**src/rtl/vbi_sched_pkg.sv**
```systemverilog
package vbi_sched_pkg;
  localparam int PIX_W  = 10;
  localparam int MODE_W = 8;
  localparam logic [MODE_W-1:0] MODE_IDLE = 8'hFF;

  typedef enum logic [2:0] {
    SEL_ALIGN_LO = 3'd0,
    SEL_ALIGN_HI = 3'd1,
    SEL_FIRST    = 3'd2,
    SEL_LAST     = 3'd3,
    SEL_GLOBAL   = 3'd4
  } cfg_sel_e;

  typedef struct packed {
    logic [PIX_W-1:0]  align;
    logic [MODE_W-1:0] first_line;
    logic [MODE_W-1:0] last_line;
    logic [MODE_W-1:0] global_mode;
  } sched_cfg_t;
endpackage

```
**src/rtl/vbi_cfg_regs.sv**
```systemverilog
module vbi_cfg_regs
  import vbi_sched_pkg::*;
(
  input  logic              clk_i,
  input  logic              rst_ni,
  input  logic              we_i,
  input  logic [2:0]        addr_i,
  input  logic [MODE_W-1:0] wdata_i,
  output sched_cfg_t        cfg_o
);
  localparam int HI_W = PIX_W - 8;

  always_ff @(posedge clk_i or negedge rst_ni) begin
    if (!rst_ni) begin
      cfg_o.align       <= PIX_W'(10'h01E);
      cfg_o.first_line  <= 8'h06;
      cfg_o.last_line   <= 8'h1B;
      cfg_o.global_mode <= MODE_IDLE;
    end else if (we_i) begin
      unique case (cfg_sel_e'(addr_i))
        SEL_ALIGN_LO: cfg_o.align[7:0]       <= wdata_i;
        SEL_ALIGN_HI: cfg_o.align[PIX_W-1:8] <= wdata_i[HI_W-1:0]; // upper bits reserved
        SEL_FIRST:    cfg_o.first_line       <= wdata_i;
        SEL_LAST:     cfg_o.last_line        <= wdata_i;
        SEL_GLOBAL:   cfg_o.global_mode      <= wdata_i;
        default: ;
      endcase
    end
  end
endmodule

```
**src/rtl/vbi_line_timer.sv**
```systemverilog
module vbi_line_timer
  import vbi_sched_pkg::*;
#(
  parameter int LINE_W = 10
) (
  input  logic              clk_i,
  input  logic              rst_ni,
  input  logic              hsync_i,
  input  logic              vsync_i,
  input  logic [PIX_W-1:0]  align_i,
  output logic [LINE_W-1:0] line_o,
  output logic              switch_o
);
  localparam logic [PIX_W-1:0]  PIX_MAX  = '1;
  localparam logic [LINE_W-1:0] LINE_MAX = '1;

  logic             hs_q, vs_q, hs_fall, vs_rise, armed;
  logic [PIX_W-1:0] pix_cnt, align_act;

  assign hs_fall  = hs_q & ~hsync_i;
  assign vs_rise  = vsync_i & ~vs_q;
  assign switch_o = armed && (pix_cnt == align_act);

  always_ff @(posedge clk_i or negedge rst_ni) begin
    if (!rst_ni) begin
      hs_q      <= 1'b0;
      vs_q      <= 1'b0;
      pix_cnt   <= '0;
      align_act <= PIX_W'(10'h01E);
      armed     <= 1'b0;
      line_o    <= '0;
    end else begin
      hs_q <= hsync_i;
      vs_q <= vsync_i;
      if (hs_fall) begin
        pix_cnt   <= '0;
        align_act <= align_i;
        armed     <= 1'b1;
      end else begin
        if (pix_cnt != PIX_MAX) pix_cnt <= pix_cnt + 1'b1;
        if (switch_o) armed <= 1'b0;
      end
      if (vs_rise)                          line_o <= LINE_W'(1);
      else if (hs_fall && line_o != LINE_MAX) line_o <= line_o + 1'b1;
    end
  end

  AST_PIX_RESET: assert property (@(posedge clk_i) disable iff (!rst_ni)
    hs_fall |=> pix_cnt == '0);
  AST_ALIGN_ADOPT: assert property (@(posedge clk_i) disable iff (!rst_ni)
    hs_fall |=> align_act == $past(align_i));
  AST_LINE_RESTART: assert property (@(posedge clk_i) disable iff (!rst_ni)
    $rose(vsync_i) |=> line_o == LINE_W'(1));
endmodule

```
**src/rtl/vbi_mode_resolve.sv**
```systemverilog
module vbi_mode_resolve
  import vbi_sched_pkg::*;
#(
  parameter int TBL_DEPTH = 32,
  parameter int LINE_W    = 10,
  localparam int TBL_AW   = $clog2(TBL_DEPTH)
) (
  input  logic              clk_i,
  input  logic              rst_ni,
  input  logic              tbl_we_i,
  input  logic [TBL_AW-1:0] tbl_addr_i,
  input  logic [MODE_W-1:0] tbl_wdata_i,
  input  logic [LINE_W-1:0] line_i,
  input  sched_cfg_t        cfg_i,
  output logic [MODE_W-1:0] mode_next_o
);
  logic [MODE_W-1:0] entry_q [TBL_DEPTH];
  logic [MODE_W-1:0] entry_sel;
  logic              in_tbl, in_win;

  for (genvar g = 0; g < TBL_DEPTH; g++) begin : g_entry
    always_ff @(posedge clk_i or negedge rst_ni) begin
      if (!rst_ni)                                     entry_q[g] <= MODE_IDLE;
      else if (tbl_we_i && tbl_addr_i == TBL_AW'(g)) entry_q[g] <= tbl_wdata_i;
    end
  end

  assign in_tbl    = line_i < LINE_W'(TBL_DEPTH);
  assign entry_sel = in_tbl ? entry_q[line_i[TBL_AW-1:0]] : MODE_IDLE;
  assign in_win    = (line_i >= LINE_W'(cfg_i.first_line)) &&
                     (line_i <= LINE_W'(cfg_i.last_line));

  always_comb begin
    if (!in_win)                     mode_next_o = MODE_IDLE;
    else if (entry_sel != MODE_IDLE) mode_next_o = entry_sel;
    else                             mode_next_o = cfg_i.global_mode;
  end

  AST_EMPTY_WIN: assert property (@(posedge clk_i) disable iff (!rst_ni)
    (cfg_i.first_line > cfg_i.last_line) |-> mode_next_o == MODE_IDLE);
endmodule

```
**src/rtl/vbi_line_sched.sv**
```systemverilog
module vbi_line_sched
  import vbi_sched_pkg::*;
#(
  parameter int TBL_DEPTH = 32,
  parameter int LINE_W    = 10,
  localparam int TBL_AW   = $clog2(TBL_DEPTH)
) (
  input  logic              clk_i,
  input  logic              rst_ni,
  input  logic              hsync_i,
  input  logic              vsync_i,
  input  logic              cfg_we_i,
  input  logic [2:0]        cfg_addr_i,
  input  logic [7:0]        cfg_wdata_i,
  input  logic              tbl_we_i,
  input  logic [TBL_AW-1:0] tbl_addr_i,
  input  logic [7:0]        tbl_wdata_i,
  output logic [7:0]        mode_o,
  output logic              mode_load_o
);
  sched_cfg_t        cfg;
  logic [LINE_W-1:0] line;
  logic              switch_now;
  logic [MODE_W-1:0] mode_next;

  vbi_cfg_regs u_regs (
    .clk_i, .rst_ni,
    .we_i(cfg_we_i), .addr_i(cfg_addr_i), .wdata_i(cfg_wdata_i),
    .cfg_o(cfg)
  );

  vbi_line_timer #(.LINE_W(LINE_W)) u_timer (
    .clk_i, .rst_ni, .hsync_i, .vsync_i,
    .align_i(cfg.align), .line_o(line), .switch_o(switch_now)
  );

  vbi_mode_resolve #(.TBL_DEPTH(TBL_DEPTH), .LINE_W(LINE_W)) u_resolve (
    .clk_i, .rst_ni, .tbl_we_i, .tbl_addr_i, .tbl_wdata_i,
    .line_i(line), .cfg_i(cfg), .mode_next_o(mode_next)
  );

  always_ff @(posedge clk_i or negedge rst_ni) begin
    if (!rst_ni) begin
      mode_o      <= MODE_IDLE;
      mode_load_o <= 1'b0;
    end else begin
      mode_load_o <= switch_now;
      if (switch_now) mode_o <= mode_next;
    end
  end

  AST_LOAD_SINGLE: assert property (@(posedge clk_i) disable iff (!rst_ni)
    mode_load_o |=> !mode_load_o);
  AST_MODE_HOLD: assert property (@(posedge clk_i) disable iff (!rst_ni)
    !mode_load_o |-> $stable(mode_o));
endmodule

```
**config.mk**
```make
export PLATFORM = sky130hd
export DESIGN_NAME = vbi_line_sched
export DESIGN_NICKNAME = d
export VERILOG_FILES = /design/src/rtl/vbi_sched_pkg.sv /design/src/rtl/vbi_cfg_regs.sv /design/src/rtl/vbi_line_timer.sv /design/src/rtl/vbi_mode_resolve.sv /design/src/rtl/vbi_line_sched.sv
export SDC_FILE = /design/constraint.sdc
export NUM_CORES = 1
export LEC_CHECK = 0
export BUFFER_PORTS_ARGS = -buffer_cell sky130_fd_sc_hd__buf_2
export CAP_MARGIN = 20
export CORE_ASPECT_RATIO = 1.5
export CORE_MARGIN = 3
export CORE_UTILIZATION = 66
export CTS_CLUSTER_SIZE = 20
export DETAILED_ROUTE_END_ITERATION = 10
export GPL_ROUTABILITY_DRIVEN = 0
export PLACE_DENSITY_LB_ADDON = 0.2
export SLEW_MARGIN = 20
export SYNTH_ARGS = -nofsm -noshare
export SYNTH_HDL_FRONTEND = slang
export SYNTH_SLANG_ARGS = --single-unit
```
**constraint.sdc**
```tcl
create_clock -name clk_i -period 3.8 [get_ports clk_i]
set_input_delay 1.14 -clock clk_i [delete_from_list [all_inputs] [get_ports clk_i]]
set_output_delay 1.14 -clock clk_i [all_outputs]
set_load 0.02 [all_outputs]
```
=== After elaboration in Yosys (flattened, before gate mapping) ===
Index checks and enable logic that the tools add are counted.

* Bits in registers: 332
* Logic and storage cells: 152

* Add/subtract/negate cells: 2
* $lt $le $gt $ge: 4
* Equal/unequal tests: 39
* Mux-type cells: 12
* Bitwise operators: 5
* Reduce and logical (&&, ||, !) cells: 45

{| class="wikitable"
|+ Operator list
! kind !! count
|-
| 5-bit == test, second input constant || 16
|-
| 8-bit binary-select mux with 5-bit select || 1
|-
| 5-bit by 4-bit == test with 1-bit output, second input constant || 8
|-
| 10-bit two-way mux || 4
|-
| 8-bit two-way mux || 5
|-
| 1-bit logical AND || 35
|-
| 10-bit by 1-bit adder with 10-bit output, second input constant || 2
|-
| 5-bit by 3-bit == test with 1-bit output, second input constant || 4
|-
| 10-bit inequality test, second input constant || 2
|-
| 10-bit == test || 1
|-
| 5-bit by 2-bit == test with 1-bit output, second input constant || 2
|-
| 10-bit by 8-bit >= comparator with 1-bit output || 1
|-
| 10-bit by 8-bit less-or-equal comparator with 1-bit output || 1
|-
| 10-bit by 6-bit < comparator with 1-bit output, second input constant || 1
|-
| 2-bit AND reduction || 5
|-
| 8-bit inequality test, second input constant || 1
|-
| 3-bit by 2-bit == test with 1-bit output, second input constant || 2
|-
| 6-bit >= comparator, second input constant || 1
|-
| 5-bit inverter with 6-bit output || 1
|-
| 2-bit nonzero test || 3
|-
| 5-bit by 1-bit == test with 1-bit output, second input constant || 1
|-
| 5-bit logical NOT || 1
|-
| 3-bit by 1-bit == test with 1-bit output, second input constant || 1
|-
| 3-bit == test, second input constant || 1
|-
| other kinds (4) || 7
|}

=== Logic depth before layout (Yosys ltp) ===
* Depth in word-level cells: 8
* Mapped depth: 13

=== By module ===
A second synthesis with hierarchy kept.

* Cells, all modules: 1126
* Area, all modules: 16115.5 um2

{| class="wikitable"
|+ Modules (own cells, without submodules)
! module !! instances !! cells each !! area each (um2)
|-
| vbi_mode_resolve || 1 || 865 || 12776.0
|-
| vbi_line_timer || 1 || 168 || 1641.6
|-
| vbi_cfg_regs || 1 || 75 || 1331.3
|-
| vbi_line_sched || 1 || 18 || 366.6
|}

=== Worst setup path before layout ===
Ideal clock, no wire load.

* Path kind: input-to-reg
* Start point: input port tbl_addr_i[2]
* End point: register u_resolve.entry_q[152] (netlist bit)
* Data arrival time: 2602 ps
* Setup slack: 1116 ps
* Stages: 4
* Buffers on the path: 1
* Cells stage by stage: clkbuf_1 -> nand2_1 -> nor4_2 -> mux2_2

* Cells in the longest elaborated chain, start to end: 2

{| class="wikitable"
|+ RTL lines
! element !! line !! text
|-
| from (decl) || vbi_line_sched.sv:16 || <nowiki>input logic [TBL_AW-1:0] tbl_addr_i,</nowiki>
|-
| 5-bit by 4-bit == test with 1-bit output || vbi_mode_resolve.sv:24 || <nowiki>else if (tbl_we_i && tbl_addr_i == TBL_AW'(g)) entry_q[g] <= tbl_wdata_i;</nowiki>
|-
| 1-bit logical AND || vbi_mode_resolve.sv:24 ||
|-
| to (signal, indexed assignment) || vbi_mode_resolve.sv:24 ||
|-
| to (decl) || vbi_mode_resolve.sv:17 || <nowiki>logic [MODE_W-1:0] entry_q [TBL_DEPTH];</nowiki>
|}

Every way passes these cells.
A chain may end at the register's enable or synchronous reset.

=== Final worst setup path ===
* Start point: register u_timer.line_o[0]
* End point: register mode_o[7]

* Cells in the longest elaborated chain, start to end: 8
* Elaborated cells on any way between the ends: 12

{| class="wikitable"
|+ RTL lines
! element !! line !! text
|-
| from (decl) || vbi_line_timer.sv:11 || <nowiki>output logic [LINE_W-1:0] line_o,</nowiki>
|-
| from (signal assigned) || vbi_line_timer.sv:44 || <nowiki>else if (hs_fall && line_o != LINE_MAX) line_o <= line_o + 1'b1;</nowiki>
|-
| 5-bit inverter with 6-bit output (implied by the code) || vbi_mode_resolve.sv:29 || <nowiki>assign entry_sel = in_tbl ? entry_q[line_i[TBL_AW-1:0]] : MODE_IDLE;</nowiki>
|-
| 8-bit binary-select mux with 5-bit select || vbi_mode_resolve.sv:29 ||
|-
| 8-bit two-way mux (implied by the code) (2 in a row) || vbi_mode_resolve.sv:29 ||
|-
| 8-bit two-way mux || vbi_mode_resolve.sv:29 ||
|-
| 8-bit inequality test || vbi_mode_resolve.sv:35 || <nowiki>else if (entry_sel != MODE_IDLE) mode_next_o = entry_sel;</nowiki>
|-
| 8-bit two-way mux || vbi_mode_resolve.sv:35 ||
|-
| 8-bit two-way mux (*) || vbi_mode_resolve.sv:34 || <nowiki>if (!in_win) mode_next_o = MODE_IDLE;</nowiki>
|-
| to (signal assigned) || vbi_line_sched.sv:48 || <nowiki>if (switch_now) mode_o <= mode_next;</nowiki>
|-
| to (decl) || vbi_line_sched.sv:18 || <nowiki>output logic [7:0] mode_o,</nowiki>
|}

Mark *: on every way between the ends. The rest lies on a longest branch, timed or not. The select of a mux whose other input is x is not followed.

==> results.md <==
* Status: complete, no violations
* Synth area leader: dfstp_2
* Initial antenna violation count at 0
* Drt via density at 6.31
* Die footprint at 0.0263 mm²
* WL/cell at 24.5 µm
* CTS tree: built
* Initial DRC Count at 555
* Slew Limit Fails at 0
* Crit path max fanout at 21
* Mapped Area at 0.0161 mm²
* Final Critical Period at 2.94 ns
* Nets at 1206
* Layout cell share with drive strength beyond 1 at 62.5%
* Largest net degree at the start of global routing at 84
* Final Hold Vio Count at 0
* Synth Instances at 1118
* CP startpoint kind: flop
* Hold slack at 0.508 ns
* Synth Net Count at 1166
* Top_reg_cell synth: dfstp_2
* Overall power at 10.6 mW
* # diodes at 0
* Synth Register Bits at 332
* Worst-margin pin slew at 0.849 ns
* Clk_skew at 0.00765 ns
* Main area contributors after synthesis: dfstp_2 (47%), mux2_2 (19%), dfrtp_1 (7.2%)
* First-pass iteration count of the detailed router at 7
* PostCTS Resize Cnt at 0
* Ports at 39
* Syn. warnings at 0
* Die H at 197 µm
* Clock buffer count from CTS at 31
* Count leader, synth: dfstp_2
* CP endpoint kind: flop
* Final wirelength at 36800 µm
* Core area at 0.0238 mm²
* Max_slew headroom at 43.3%
* Residual DRC at 0
* Fin Setup TNS at 0 ns
* H-tree depth at 1
* Number of buffers inserted by hold repair at cts at 0
* Buffers on Ports at 38
* Remaining global-route overflow at 0
* Clock sinks at 332
* Clk root buf: clkbuf_16
* Setup bufs post-CTS at 0
* First-pass GRT wire length at 58100 µm
* Clock-pin slew on the worst setup and hold paths at 0.06 ns
* Post-DP HPWL at 24700 µm
* WP data required at 4.30 ns
* DIE WIDTH at 133 µm
* Fill cells at 1544
* Maxcap violations at 0
* CTS Buffer Depth at 3
* Finished Core Util at 74.1%
* Clk_lat worst skew at 0.57 ns
* Ys async rst share at 100%
* Via count at 9465
* VDD IR-drop max at 0.000464 V
* CP Data Arrival Time at 3.44 ns
* Post-synthesis sequential area ratio at 53.9%
* Avg Inst Size Synth at 14.4 µm²
* Kind of critical path: flop to flop
* Global Route Usage Sum at 28.5%
* Synthesis-to-layout area growth at 9.86%
* Maximum clock rate at 340 MHz
* Yosys cell types at 57
* Power per cell area at 599 mW/mm²
* Top cell type's share of synthesized area at 46.8%
* RSZ-0062 raised after global routing: no
* Final setup vio count at 0
* Leakage at 7.17 nW
* Initial Util at 67.4%
* Hold crit path type: primary input to async pin
* EDFF count, synth at 0
* Vias in the first global route at 10178
* Tcrit/Tclk final at 77.5%
* ANT nets after route at 0
* Row Count at 69
* Cells on worst reg2reg path at 9
* List of most frequent post-synthesis cells: dfstp_2 (286), mux2_2 (267), nand2_1 (49)
==> report_power, final <==
| part | internal (mW) | leakage [nW] | switching, mW |
|---|---|---|---|
| sequential | 4.70 | 3.57 | 0.453 |
| combinational | 1.10 | 3.05 | 0.992 |
| clock | 1.99 | 0.549 | 1.33 |
==> routing by layer <==
layer | track usage (%) | up-vias | share of wire (%)
li1 | - | 4162 | -
met1 | 35.8 | 4992 | 40
met2 | 50.8 | 235 | 53
met3 | 4.10 | 76 | 4.2
met4 | 9.80 | 0 | 3.1
met5 | 0 | - | 0
==> flip-flops by register name (all words and copies together) (netlist names) <==
| signal | count |
|---|---|
| mode_load_o | 1 |
| mode_o | 8 |
| u_regs.cfg_o | 34 |
| u_resolve.entry_q | 256 |
| u_timer.align_act | 10 |
| u_timer.armed | 1 |
| u_timer.hs_q | 1 |
| u_timer.line_o | 10 |
| u_timer.pix_cnt | 10 |
| u_timer.vs_q | 1 |
==> final timing paths <==
check,startpoint,endpoint,slack (ns)
min reg2reg,u_regs.cfg_o[15],u_regs.cfg_o[15],0.51
min,rst_ni,u_regs.cfg_o[22],0.51
max reg2reg,u_timer.line_o[0],mode_o[7],0.86
max in group asynchronous,rst_ni,u_resolve.entry_q[89],2.43
min in group clk_i,u_regs.cfg_o[15],u_regs.cfg_o[15],0.51
max,u_timer.line_o[0],mode_o[7],0.86
==> metrics by stage <==
stage          instance area (µm²)  std cells  setup slack (ns)
2_1_floorplan                16100       1118              1.12
3_3_place_gp                 16500       1444             0.722
3_5_place_dp                 16500       1444             0.668
4_1_cts                      17600       1501             0.875
5_1_grt                      17600       1501             0.661
6_report                     17600       1501             0.857
==> cells in the final DEF (no fill, tap or decap), drive strengths merged, types with 18 or more instances in the layout <==
master and count:
dfrtp 46, o21ai 24, mux2i 46, clkbuf 42, inv 19, dfstp 286, mux4 43, nor2 40
mux2 304, nand2 49, buf 76, nand3 18, ha 18
==> critical path, cell delays in order (launching register included) <==
cell	delay [ns]
dfrtp_2	0.75
inv_1	0.30
ha_1	0.36
nand4_1	0.11
o22ai_1	0.20
o22ai_1	0.10
nor4b_1	0.36
and3_2	0.35
nand3_4	0.14
o21a_1	0.20
==> cells by family after synthesis <==
| logic type | count (synthesis) | share of synthesized area [%] |
|---|---|---|
| AND/OR/NAND/NOR | 169 | 5.48 |
| XOR/XNOR | 21 | 1.14 |
| flip-flops | 332 | 53.9 |
| buffers and inverters | 88 | 3.40 |
| AO/OA/AOI/OAI | 97 | 4.26 |
| adder cells (fa/ha/maj) | 18 | 1.40 |
| multiplexers | 393 | 30.4 |
==> area by class of cell <==
cell class / instances / area (µm²) / area share (%)
Clock buffer: 42 / 897 / 5.08
Clock inverter: 15 / 206 / 1.17
Inverter: 19 / 71.3 / 0.404
Multi-Input combinational cell: 698 / 6860 / 38.8
Sequential cell: 332 / 8670 / 49.1
Tap cell: 319 / 399 / 2.26
Timing Repair Buffer: 76 / 548 / 3.11
Power figures use the tool's default switching activity.
